<file path="config.mk">
export PLATFORM = sky130hd
export DESIGN_NAME = rstcause_top
export DESIGN_NICKNAME = d
export VERILOG_FILES = /design/src/rtl/rstcause_pkg.sv /design/src/rtl/rstcause_ctrl.sv /design/src/rtl/rstcause_dp.sv /design/src/rtl/rstcause_top.sv
export SDC_FILE = /design/constraint.sdc
export NUM_CORES = 1
export LEC_CHECK = 0
export ABC_AREA = 1
export CORE_MARGIN = 2
export CORE_UTILIZATION = 42
export DETAILED_ROUTE_END_ITERATION = 12
export PLACE_DENSITY_LB_ADDON = 0.08
export REMOVE_ABC_BUFFERS = 1
export SETUP_SLACK_MARGIN = 0.1
export SLEW_MARGIN = 20
export SYNTH_ARGS = -nofsm -noshare
export SYNTH_HDL_FRONTEND = slang
export SYNTH_SLANG_ARGS = --single-unit
</file>
<file path="constraint.sdc">
create_clock -name clk -period 1.41 [get_ports clk]
set_input_delay 0.282 -clock clk [delete_from_list [all_inputs] [get_ports clk]]
set_output_delay 0.282 -clock clk [all_outputs]
set_load 0.05 [all_outputs]
</file>
<file path="src/rtl/rstcause_pkg.sv">
package rstcause_pkg;
  localparam int unsigned NUM_CAUSE = 6;       // bits 6..1 of the status byte
  localparam int unsigned PIN_BIT   = 6;
  localparam logic [15:0] DEF_ADDR  = 16'hFE01;

  typedef struct packed {
    logic       clearAll;   // clearing read this cycle
    logic [7:0] setMask;    // flag bits to set this cycle
  } flagStrobe_t;
endpackage

</file>
<file path="src/rtl/rstcause_ctrl.sv">
module rstcause_ctrl
  import rstcause_pkg::*;
#(
  parameter int unsigned HOLD_CYC = 32,
  parameter logic [15:0] REG_ADDR = DEF_ADDR
) (
  input  logic                 clk,
  input  logic                 porN,
  input  logic [NUM_CAUSE-1:0] evtIn,        // [5]=pin, [4]=wdog .. [0]=low voltage
  input  logic                 busRead,
  input  logic [15:0]          busAddr,
  input  logic                 pinResetMode,
  output flagStrobe_t          strb,
  output logic                 pinPullLow
);
  localparam int unsigned CW = $clog2(HOLD_CYC + 1);

  logic [NUM_CAUSE-1:0] evtPrev;
  logic [NUM_CAUSE-1:0] evtRise;
  logic [CW-1:0]        holdCnt;
  logic                 pullLast;
  logic                 maskExt;
  logic                 intRise;

  always_ff @(posedge clk or negedge porN) begin
    if (!porN) evtPrev <= '0;
    else       evtPrev <= evtIn;
  end

  assign evtRise = evtIn & ~evtPrev;
  assign intRise = |evtRise[NUM_CAUSE-2:0];

  always_ff @(posedge clk or negedge porN) begin
    if (!porN)        holdCnt <= CW'(HOLD_CYC);
    else if (intRise) holdCnt <= CW'(HOLD_CYC);
    else if (holdCnt != '0) holdCnt <= holdCnt - 1'b1;
  end

  assign pinPullLow = pinResetMode & ((holdCnt != '0) | ~porN);

  always_ff @(posedge clk or negedge porN) begin
    if (!porN) pullLast <= 1'b0;
    else       pullLast <= pinPullLow;
  end

  assign maskExt = pinPullLow | pullLast;

  always_comb begin
    strb.clearAll = busRead && (busAddr == REG_ADDR);
    strb.setMask  = '0;
    for (int i = 0; i < int'(NUM_CAUSE) - 1; i++)
      strb.setMask[i+1] = evtRise[i];
    strb.setMask[PIN_BIT] = evtRise[NUM_CAUSE-1] & ~maskExt;
  end


  hold_load_chk: assert property (@(posedge clk) disable iff (!porN)
    intRise |=> (holdCnt == CW'(HOLD_CYC)));


  ext_mask_chk: assert property (@(posedge clk) disable iff (!porN)
    pinPullLow |-> !strb.setMask[PIN_BIT]);


  mode_gate_chk: assert property (@(posedge clk) disable iff (!porN)
    !pinResetMode |-> !pinPullLow);
endmodule

</file>
<file path="src/rtl/rstcause_dp.sv">
module rstcause_dp
  import rstcause_pkg::*;
(
  input  logic        clk,
  input  logic        porN,
  input  flagStrobe_t strb,
  output logic [7:0]  statusByte
);
  logic [7:1] flags;

  always_ff @(posedge clk or negedge porN) begin
    if (!porN) flags <= 7'b1000000;
    else       flags <= (strb.clearAll ? 7'b0 : flags) | strb.setMask[7:1];
  end

  assign statusByte = {flags, 1'b0};


  set_keep_chk: assert property (@(posedge clk) disable iff (!porN)
    (strb.setMask[7:1] != '0) |=> ((flags & $past(strb.setMask[7:1])) == $past(strb.setMask[7:1])));


  clear_chk: assert property (@(posedge clk) disable iff (!porN)
    (strb.clearAll && strb.setMask[7:1] == '0) |=> (flags == '0));


  idle_chk: assert property (@(posedge clk) disable iff (!porN)
    (!strb.clearAll && strb.setMask[7:1] == '0) |=> $stable(flags));
endmodule

</file>
<file path="src/rtl/rstcause_top.sv">
module rstcause_top
  import rstcause_pkg::*;
#(
  parameter int unsigned HOLD_CYC = 32,
  parameter logic [15:0] REG_ADDR = DEF_ADDR
) (
  input  logic        clk,
  input  logic        porN,
  input  logic        extPinLow,
  input  logic        wdogTimeout,
  input  logic        illegalOp,
  input  logic        illegalAddr,
  input  logic        monitorEntry,
  input  logic        lowVoltage,
  input  logic        busRead,
  input  logic [15:0] busAddr,
  input  logic        pinResetMode,
  output logic [7:0]  statusByte,
  output logic        pinPullLow
);
  flagStrobe_t          strb;
  logic [NUM_CAUSE-1:0] evtIn;

  assign evtIn = {extPinLow, wdogTimeout, illegalOp, illegalAddr, monitorEntry, lowVoltage};

  rstcause_ctrl #(.HOLD_CYC(HOLD_CYC), .REG_ADDR(REG_ADDR)) u_ctrl (
    .clk(clk), .porN(porN), .evtIn(evtIn), .busRead(busRead), .busAddr(busAddr),
    .pinResetMode(pinResetMode), .strb(strb), .pinPullLow(pinPullLow)
  );

  rstcause_dp u_dp (
    .clk(clk), .porN(porN), .strb(strb), .statusByte(statusByte)
  );
endmodule

</file>
* Yosys cells after proc, flatten, opt, wreduce, memory -nomap -nowiden *
Index checks and enable logic that the tools add are counted.

word-level totals
  bits in registers = 20
  latch bits = 0
  memory bits (writable) = 0
  ROM bits = 0
  output and inout port bits = 9
  logic and storage cells = 22
  memories kept = 0

cells by class
  add/sub/neg operators = 1
  $mul = 0
  div/mod/pow operators = 0
  magnitude comparators = 0
  eq/ne operators = 1
  shifts and indexed selects = 0
  mux-type cells = 3
  bitwise gates (word level) = 9
  reduce and logical (&&, ||, !) cells = 4

operator list
  kind                    count
  $eq A16 B16 Y1 const B  1
  $mux W6                 2
  $mux W7                 1
  $or A7 B6 Y7            1
  $and A6 B6 Y6           1
  $not A6 Y6              1
  $reduce_bool A6 Y1      1
  $sub A6 B1 Y6 const B   1
  $reduce_or A5 Y1        1
  $and A1 B1 Y1           2
  $not A1 Y1              2
  $or A1 B1 Y1            2
  $reduce_bool A2 Y1      1
  $logic_and A1 B1 Y1     1

* Depth between registers and ports, before layout *
Gate-level depths: netlist of the first run.

  depth after elaboration = 7
  gate-level depth with buffers = 8

* Cells and area by module *
From an unflattened synthesis of the first run, not the netlist that was laid out.

unflattened totals
  cell total of the unflattened synthesis = 123
  area total of the unflattened synthesis = 992.2 um2

by module, submodules not included
  module         times used  cells each  area each (um2)  seq. area each (um2)
  rstcause_ctrl  1           92          721.9            326.6
  rstcause_dp    1           31          270.3            176.4

* Worst setup path after synthesis of the first run *
OpenSTA, ideal clock, no wires.

  path type = flip-flop to output port
  from = register u_ctrl.holdCnt[1]
  to = output port pinPullLow
  arrival = 1.104 ns
  data required time = 1.128 ns
  path slack = 0.024 ns
  stages on the path, launching flop included = 8
  buffers on the path = 0
  path through = dfrtp_1 > inv_1 > ha_1 > inv_1 > nor2_2 > nand4_1 > nand2_1 > inv_1

between the ends
  word-level cells in the longest chain between the ends = 3

ends and longest elaborated chain
  item                    line                 source
  start, declared         rstcause_ctrl.sv:20  logic [CW-1:0] holdCnt;
  start signal, assigned  rstcause_ctrl.sv:34  if (!porN) holdCnt <= CW'(HOLD_CYC);
  start signal, assigned  rstcause_ctrl.sv:35  else if (intRise) holdCnt <= CW'(HOLD_CYC);
  start signal, assigned  rstcause_ctrl.sv:36  else if (holdCnt != '0) holdCnt <= holdCnt - 1'b1;
  $reduce_bool A6 Y1      rstcause_ctrl.sv:39  assign pinPullLow = pinResetMode & ((holdCnt != '0) | ~porN);
  $or A1 B1 Y1            rstcause_ctrl.sv:39
  $and A1 B1 Y1           rstcause_ctrl.sv:39
  end, declared           rstcause_top.sv:19   output logic pinPullLow

No other way between the ends.

* Final worst setup path of the first run *
Ends and elaborated chain as after synthesis.

==> results.json, run 1 <==
{
  "postSynthCellCount": 110,
  "cap_violations": 0,
  "yosysSeqAreaShare_pct": 54.3,
  "clock-sinks": 20,
  "min-delay-path-class": "in -> async",
  "grt_overflow": 0,
  "top_layer": "met4",
  "nets": 182,
  "ys_ff_latch": 20,
  "p_total_mw": 1.34,
  "ff2ff_path_depth": 8,
  "wire_per_inst_um": 10.6,
  "core_um2": 2020,
  "power_density_nw_per_um2": 905,
  "clk_latency_ns": 0.30,
  "start_util_pct": 45.8,
  "dpl.hpwl_um": 1480,
  "grt_pass1_wl_um": 3370,
  "fin_crit_sh_pct": 120,
  "utilization_pct": 73.3,
  "status": "finished with violations",
  "diodes": 0,
  "drcViolationCount": 0,
  "hold_slack_ns": 0.353,
  "rsz0062_at_grt": "true",
  "grt_max_degree": 21,
  "drive_gt1_share_pct": 23.5,
  "reg2reg_slack_ns": 0.15,
  "cts_max_path_buffers": 2,
  "place_area_um2": 1400,
  "num_vias": 790,
  "reg2reg_to": "u_ctrl.holdCnt[0]$_DFFE_PN0P_",
  "postSynthAreaPerCell_um2": 8.42,
  "clock-skew-final_ns": 0.0121,
  "setup_slack_ns": -0.278,
  "path_max_fanout": 2,
  "fp.dieH_um": 51.0,
  "drv_slew": 0,
  "htreeDepth": 1,
  "arrival_ns": 1.41,
  "num_io_pins": 35,
  "placed_cells": 174,
  "hold_viol": 0,
  "violations": "setup timing",
  "syn_area_um2": 926,
  "die_w_um": 51.0,
  "crit_type": "reg -> out",
  "grt_pass1_vias": 810,
  "totalWireLength_um": 1910,
  "via_per_inst": 4.39,
  "ir_worst_vdd_mv": 0.683,
  "final_cell_mix": "nand2_1 (36), clkdlybuf4s50_1 (25), dfrtp_1 (18), inv_1 (14), nor2_1 (11)",
  "finalNonFillerCells": 180,
  "drt_iter0_drc": 10,
  "r2r_start": "u_ctrl.holdCnt[1]$_DFFE_PN0P_",
  "worstPathRequired_ns": 1.13,
  "cp-start-kind": "flop",
  "cts_made_buffers": 3,
  "area_growth_pct": 60.1,
  "crit_path_end_kind": "output port",
  "cts-root-buf": "clkbuf_4",
  "finalCriticalPeriod_ns": 1.69,
  "ys_warn_count": 0,
  "fmax_mhz": 592,
  "path_clk_slew_ns": 0.12,
  "drt_first_pass_iters": 4,
  "setup_violations": 1,
  "cts_tree": "built",
  "rows": 16,
  "wl_met2_um": 906,
  "wl_met3_um": 127,
  "final_common_cell": "nand2_1",
  "place_congestion": 0.694,
  "fin_area_um2": 1480,
  "synth_cell_type_count": 19,
  "antenna_found_initial": 0,
  "grtUsageTotal_pct": 17.3,
  "die-area_um2": 2600,
  "nFillCells": 156,
  "io_buffer_count": 33,
  "p_leak_nw": 0.739,
  "wl_met1_um": 859,
  "ant_nets": 0
}
## critical path, cell delays in order, from the launching register on
cell and delay (ns):
dfrtp_1 0.41, inv_2 0.08, ha_4 0.12, inv_2 0.04, nor2_4 0.07, nand4_1 0.07
nand2_1 0.11, inv_2 0.06, buf_12 0.14
## state kept, by name, indices dropped and copies added, names as in the netlist
name             count
u_ctrl.evtPrev       6
u_ctrl.holdCnt       6
u_ctrl.pullLast      1
u_dp.flags           7
## stage by stage
stage	setup TNS, ns	setup WS (ns)
after floorplan	0	0.0237
after global placement	-0.0310	-0.0310
after detailed placement	-0.384	-0.0551
after CTS	-0.308	-0.308
after global routing	-0.385	-0.385
final	-0.278	-0.278
## report_power, final
part | total (mW) | switching, mW | internal, mW
combinational | 0.373 | 0.185 | 0.189
sequential | 0.637 | 0.0249 | 0.612
clock | 0.332 | 0.175 | 0.157
## area by class of cell
class	count	area (um2)	share of cell area, %
Tap cell	27	33.8	2.28
Multi-Input combinational cell	70	375	25.3
Clock buffer	4	36.3	2.45
Timing Repair Buffer	40	463	31.2
Inverter	19	71.3	4.81
Sequential cell	20	503	33.9
## cells in the mapped netlist (all sizes together)
cell type  number  area [um2]
nand3           9        62.6
nor3b           1        7.51
a21oi           1        5.00
dfrtp          18         450
nand4           1        6.26
dfstp           2        52.6
buf             1        7.51
and2            1        6.26
inv            19        71.3
conb            1        3.75
nand2          37         139
nor2           15        71.3
ha              2        25.0
xor2            2        17.5
## routing by layer
metal	global-route usage [%]	vias to the layer above
met5	0	-
met4	5.41	0
met3	4.68	2
met2	30.5	25
met1	20.4	350
li1	-	413
## what timing repair did
item	CTS	global route
setup endpoints to repair	2	8
setup buffers	1	1
gates resized for setup	5	4
hold buffers	0	0
pin swaps	2	2
## worst max-delay path by stage
stage,end,startpoint,slack [ns],cells past startpoint
2_1_floorplan,pinPullLow,u_ctrl.holdCnt[1]$_DFFE_PN0P_,0.02,7
3_5_place_dp,u_dp.flags[6]$_DFF_PN0_,busAddr[2],-0.06,7
4_1_cts,pinPullLow,u_ctrl.holdCnt[1]$_DFFE_PN0P_,-0.31,8
5_1_grt,pinPullLow,u_ctrl.holdCnt[1]$_DFFE_PN0P_,-0.38,8
6_report,pinPullLow,u_ctrl.holdCnt[1]$_DFFE_PN0P_,-0.28,8
3_3_place_gp,pinPullLow,porN,-0.03,5
## cells by family after synthesis
group | after synthesis | share of synthesized area [%]
fa+ha+maj | 2 | 2.70
simple gates | 64 | 31.6
other cells | 1 | 0.405
flops | 20 | 54.3
compound gates | 1 | 0.540
xor+xnor | 2 | 1.89
buf+inv | 20 | 8.51
Power figures use the tool's default switching activity.
==> run 2, diff against run 1 <==
--- a/config.mk
+++ b/config.mk
@@ -7,7 +7,7 @@
 export LEC_CHECK = 0
 export ABC_AREA = 1
 export CORE_MARGIN = 2
-export CORE_UTILIZATION = 42
+export CORE_UTILIZATION = 44
 export DETAILED_ROUTE_END_ITERATION = 12
 export PLACE_DENSITY_LB_ADDON = 0.08
 export REMOVE_ABC_BUFFERS = 1
@@ -15,4 +15,5 @@
 export SLEW_MARGIN = 20
 export SYNTH_ARGS = -nofsm -noshare
 export SYNTH_HDL_FRONTEND = slang
+export SYNTH_HIERARCHICAL = 1
 export SYNTH_SLANG_ARGS = --single-unit
==> results.json, run 2 <==
{
  "status": "finished with violations",
  "violations": "setup timing",
  "die-area_um2": 2630,
  "final_cell_mix": "nand2_1 (34), clkdlybuf4s50_1 (25), inv_1 (24), dfrtp_1 (18), buf_4 (15)",
  "crit_family": "flip-flops",
  "setup_slack_ns": -0.295,
  "largestRegisters": "u_dp/flags (7), u_ctrl/evtPrev (6), u_ctrl/holdCnt (6)",
  "drt_iter0_drc": 32,
  "fp.dieH_um": 51.3,
  "cap_violations": 0,
  "postSynthCellCount": 122,
  "drt_first_pass_iters": 4,
  "totalWireLength_um": 2220,
  "num_vias": 911,
  "die_w_um": 51.3,
  "placed_cells": 193,
  "grt_max_degree": 21,
  "core_um2": 2170,
  "grtUsageTotal_pct": 18.1,
  "path_clk_slew_ns": 0.12,
  "ys_warn_count": 6,
  "drive_gt1_share_pct": 25.0,
  "setup_tns_ns": -0.295,
  "finalNonFillerCells": 200,
  "via_per_inst": 4.56,
  "cp-start-kind": "flop",
  "drcViolationCount": 0,
  "worstPathRequired_ns": 1.13,
  "hold_slack_ns": 0.426,
  "area_growth_pct": 61.9,
  "largest_reg_flops": 7,
  "crit_path_end_kind": "output port",
  "regMostFlops": "u_dp/flags",
  "ir_worst_vdd_mv": 0.956,
  "cts-root-buf": "clkbuf_4",
  "rsz0062_at_grt": "true",
  "cts_tree": "built",
  "cts_made_buffers": 3,
  "dpl.hpwl_um": 1660,
  "cts_max_path_buffers": 2,
  "slowest_delay_ns": 0.40,
  "path_buf_inv": 4,
  "rows": 17,
  "antenna_found_initial": 0,
  "setup_violations": 1,
  "clock-skew-final_ns": 0.0148,
  "grt_pass1_wl_um": 3520,
  "syn_area_um2": 985,
  "num_io_pins": 35,
  "drv_slew": 0,
  "start_util_pct": 45.4,
  "path_max_fanout": 2,
  "power_density_nw_per_um2": 881,
  "grt_overflow": 0,
  "nets": 201,
  "path_cells": "inv_2, ha_4, nand3_4, inv_4, a21boi_2, buf_4, buf_12",
  "finalCriticalPeriod_ns": 1.71,
  "ant_nets": 0,
  "io_buffer_count": 33,
  "utilization_pct": 73.5,
  "hold_viol": 0,
  "fmax_mhz": 586,
  "postSynthAreaPerCell_um2": 8.07,
  "wire_per_inst_um": 11.1,
  "nFillCells": 152,
  "min-delay-path-class": "in -> reg",
  "fin_crit_sh_pct": 121,
  "final_common_cell": "nand2_1",
  "htreeDepth": 1,
  "grt_pass1_vias": 866,
  "place_congestion": 0.791,
  "clock-sinks": 20,
  "p_leak_nw": 0.833,
  "crit_type": "reg -> out",
  "clk_latency_ns": 0.31,
  "diodes": 0,
  "arrival_ns": 1.42,
  "crit_slowest_cell": "dfrtp_1"
}
run 2: power by group:
group | internal (mW) | switching (mW)
Combinational | 0.224 | 0.206
Sequential | 0.612 | 0.0258
Clock | 0.158 | 0.180
Total | 0.994 | 0.412
run 2: per-layer routing:
| layer | share of wire [%] | global-route usage, % | up-vias |
|---|---|---|---|
| li1 | - | - | 460 |
| met1 | 40 | 21.8 | 403 |
| met2 | 49 | 30.1 | 44 |
| met3 | 9.1 | 3.51 | 4 |
| met4 | 1.8 | 10.5 | 0 |
| met5 | 0 | 0 | - |
run 2: layout make-up:
class	count	area, um2	area share (%)
repair buffers	48	523	32.8
flip-flops and latches	20	503	31.6
inverters	28	108	6.75
clock buffers	4	36.3	2.28
multi-input cells	72	389	24.4
well taps	28	35.0	2.20
run 2: worst reg2reg max path: stages, from the launching register on:
cell and delay, ns:
dfrtp_1 0.41, buf_4 0.14, buf_4 0.12, buf_4 0.14
nor3_4 0.19, nand2_1 0.07, nand2_1 0.07, nor2_1 0.04
run 2: path summary, 6_finish.rpt:
check	startpoint	to	slack, ns	cells past startpoint
worst max-delay path	u_ctrl/holdCnt[0]$_DFFE_PN0P_	pinPullLow	-0.30	7
worst min-delay path	illegalAddr	u_ctrl/evtPrev[2]$_DFF_PN0_	0.43	1
worst max register to register	u_ctrl/holdCnt[1]$_DFFE_PN0P_	u_ctrl/holdCnt[3]$_DFFE_PN0P_	0.14	7
worst min register to register	u_dp/flags[7]$_DFF_PN1_	u_dp/flags[7]$_DFF_PN1_	0.51	2
max in group asynchronous	porN	u_dp/flags[7]$_DFF_PN1_	0.66	3
min in group asynchronous	porN	u_ctrl/holdCnt[4]$_DFFE_PN0P_	0.49	3
run 2: repair_timing:
action	CTS	global route
buffers inserted	2	1
hold endpoints to repair	0	0
hold buffers	0	0
gates resized for setup	6	3
endpoints found under the setup margin	2	2
pin swaps	1	0
run 2: metrics by stage:
step                cell area, um2  total power, mW  worst slack (ns)
finish                        1590             1.41            -0.295
global route                  1590             1.49            -0.348
CTS                           1570             1.39            -0.292
detailed placement            1510             1.03            -0.153
global placement              1510             1.01            -0.111
floorplan                      970            0.837            -0.855
==> run 3, diff against run 2 <==
--- a/config.mk
+++ b/config.mk
@@ -12,7 +12,7 @@
 export PLACE_DENSITY_LB_ADDON = 0.08
 export REMOVE_ABC_BUFFERS = 1
 export SETUP_SLACK_MARGIN = 0.1
-export SLEW_MARGIN = 20
+export SLEW_MARGIN = 30
 export SYNTH_ARGS = -nofsm -noshare
 export SYNTH_HDL_FRONTEND = slang
 export SYNTH_HIERARCHICAL = 1
==> results of run 3 <==
Final layout, timing and power as in run 2 (identical DEF).
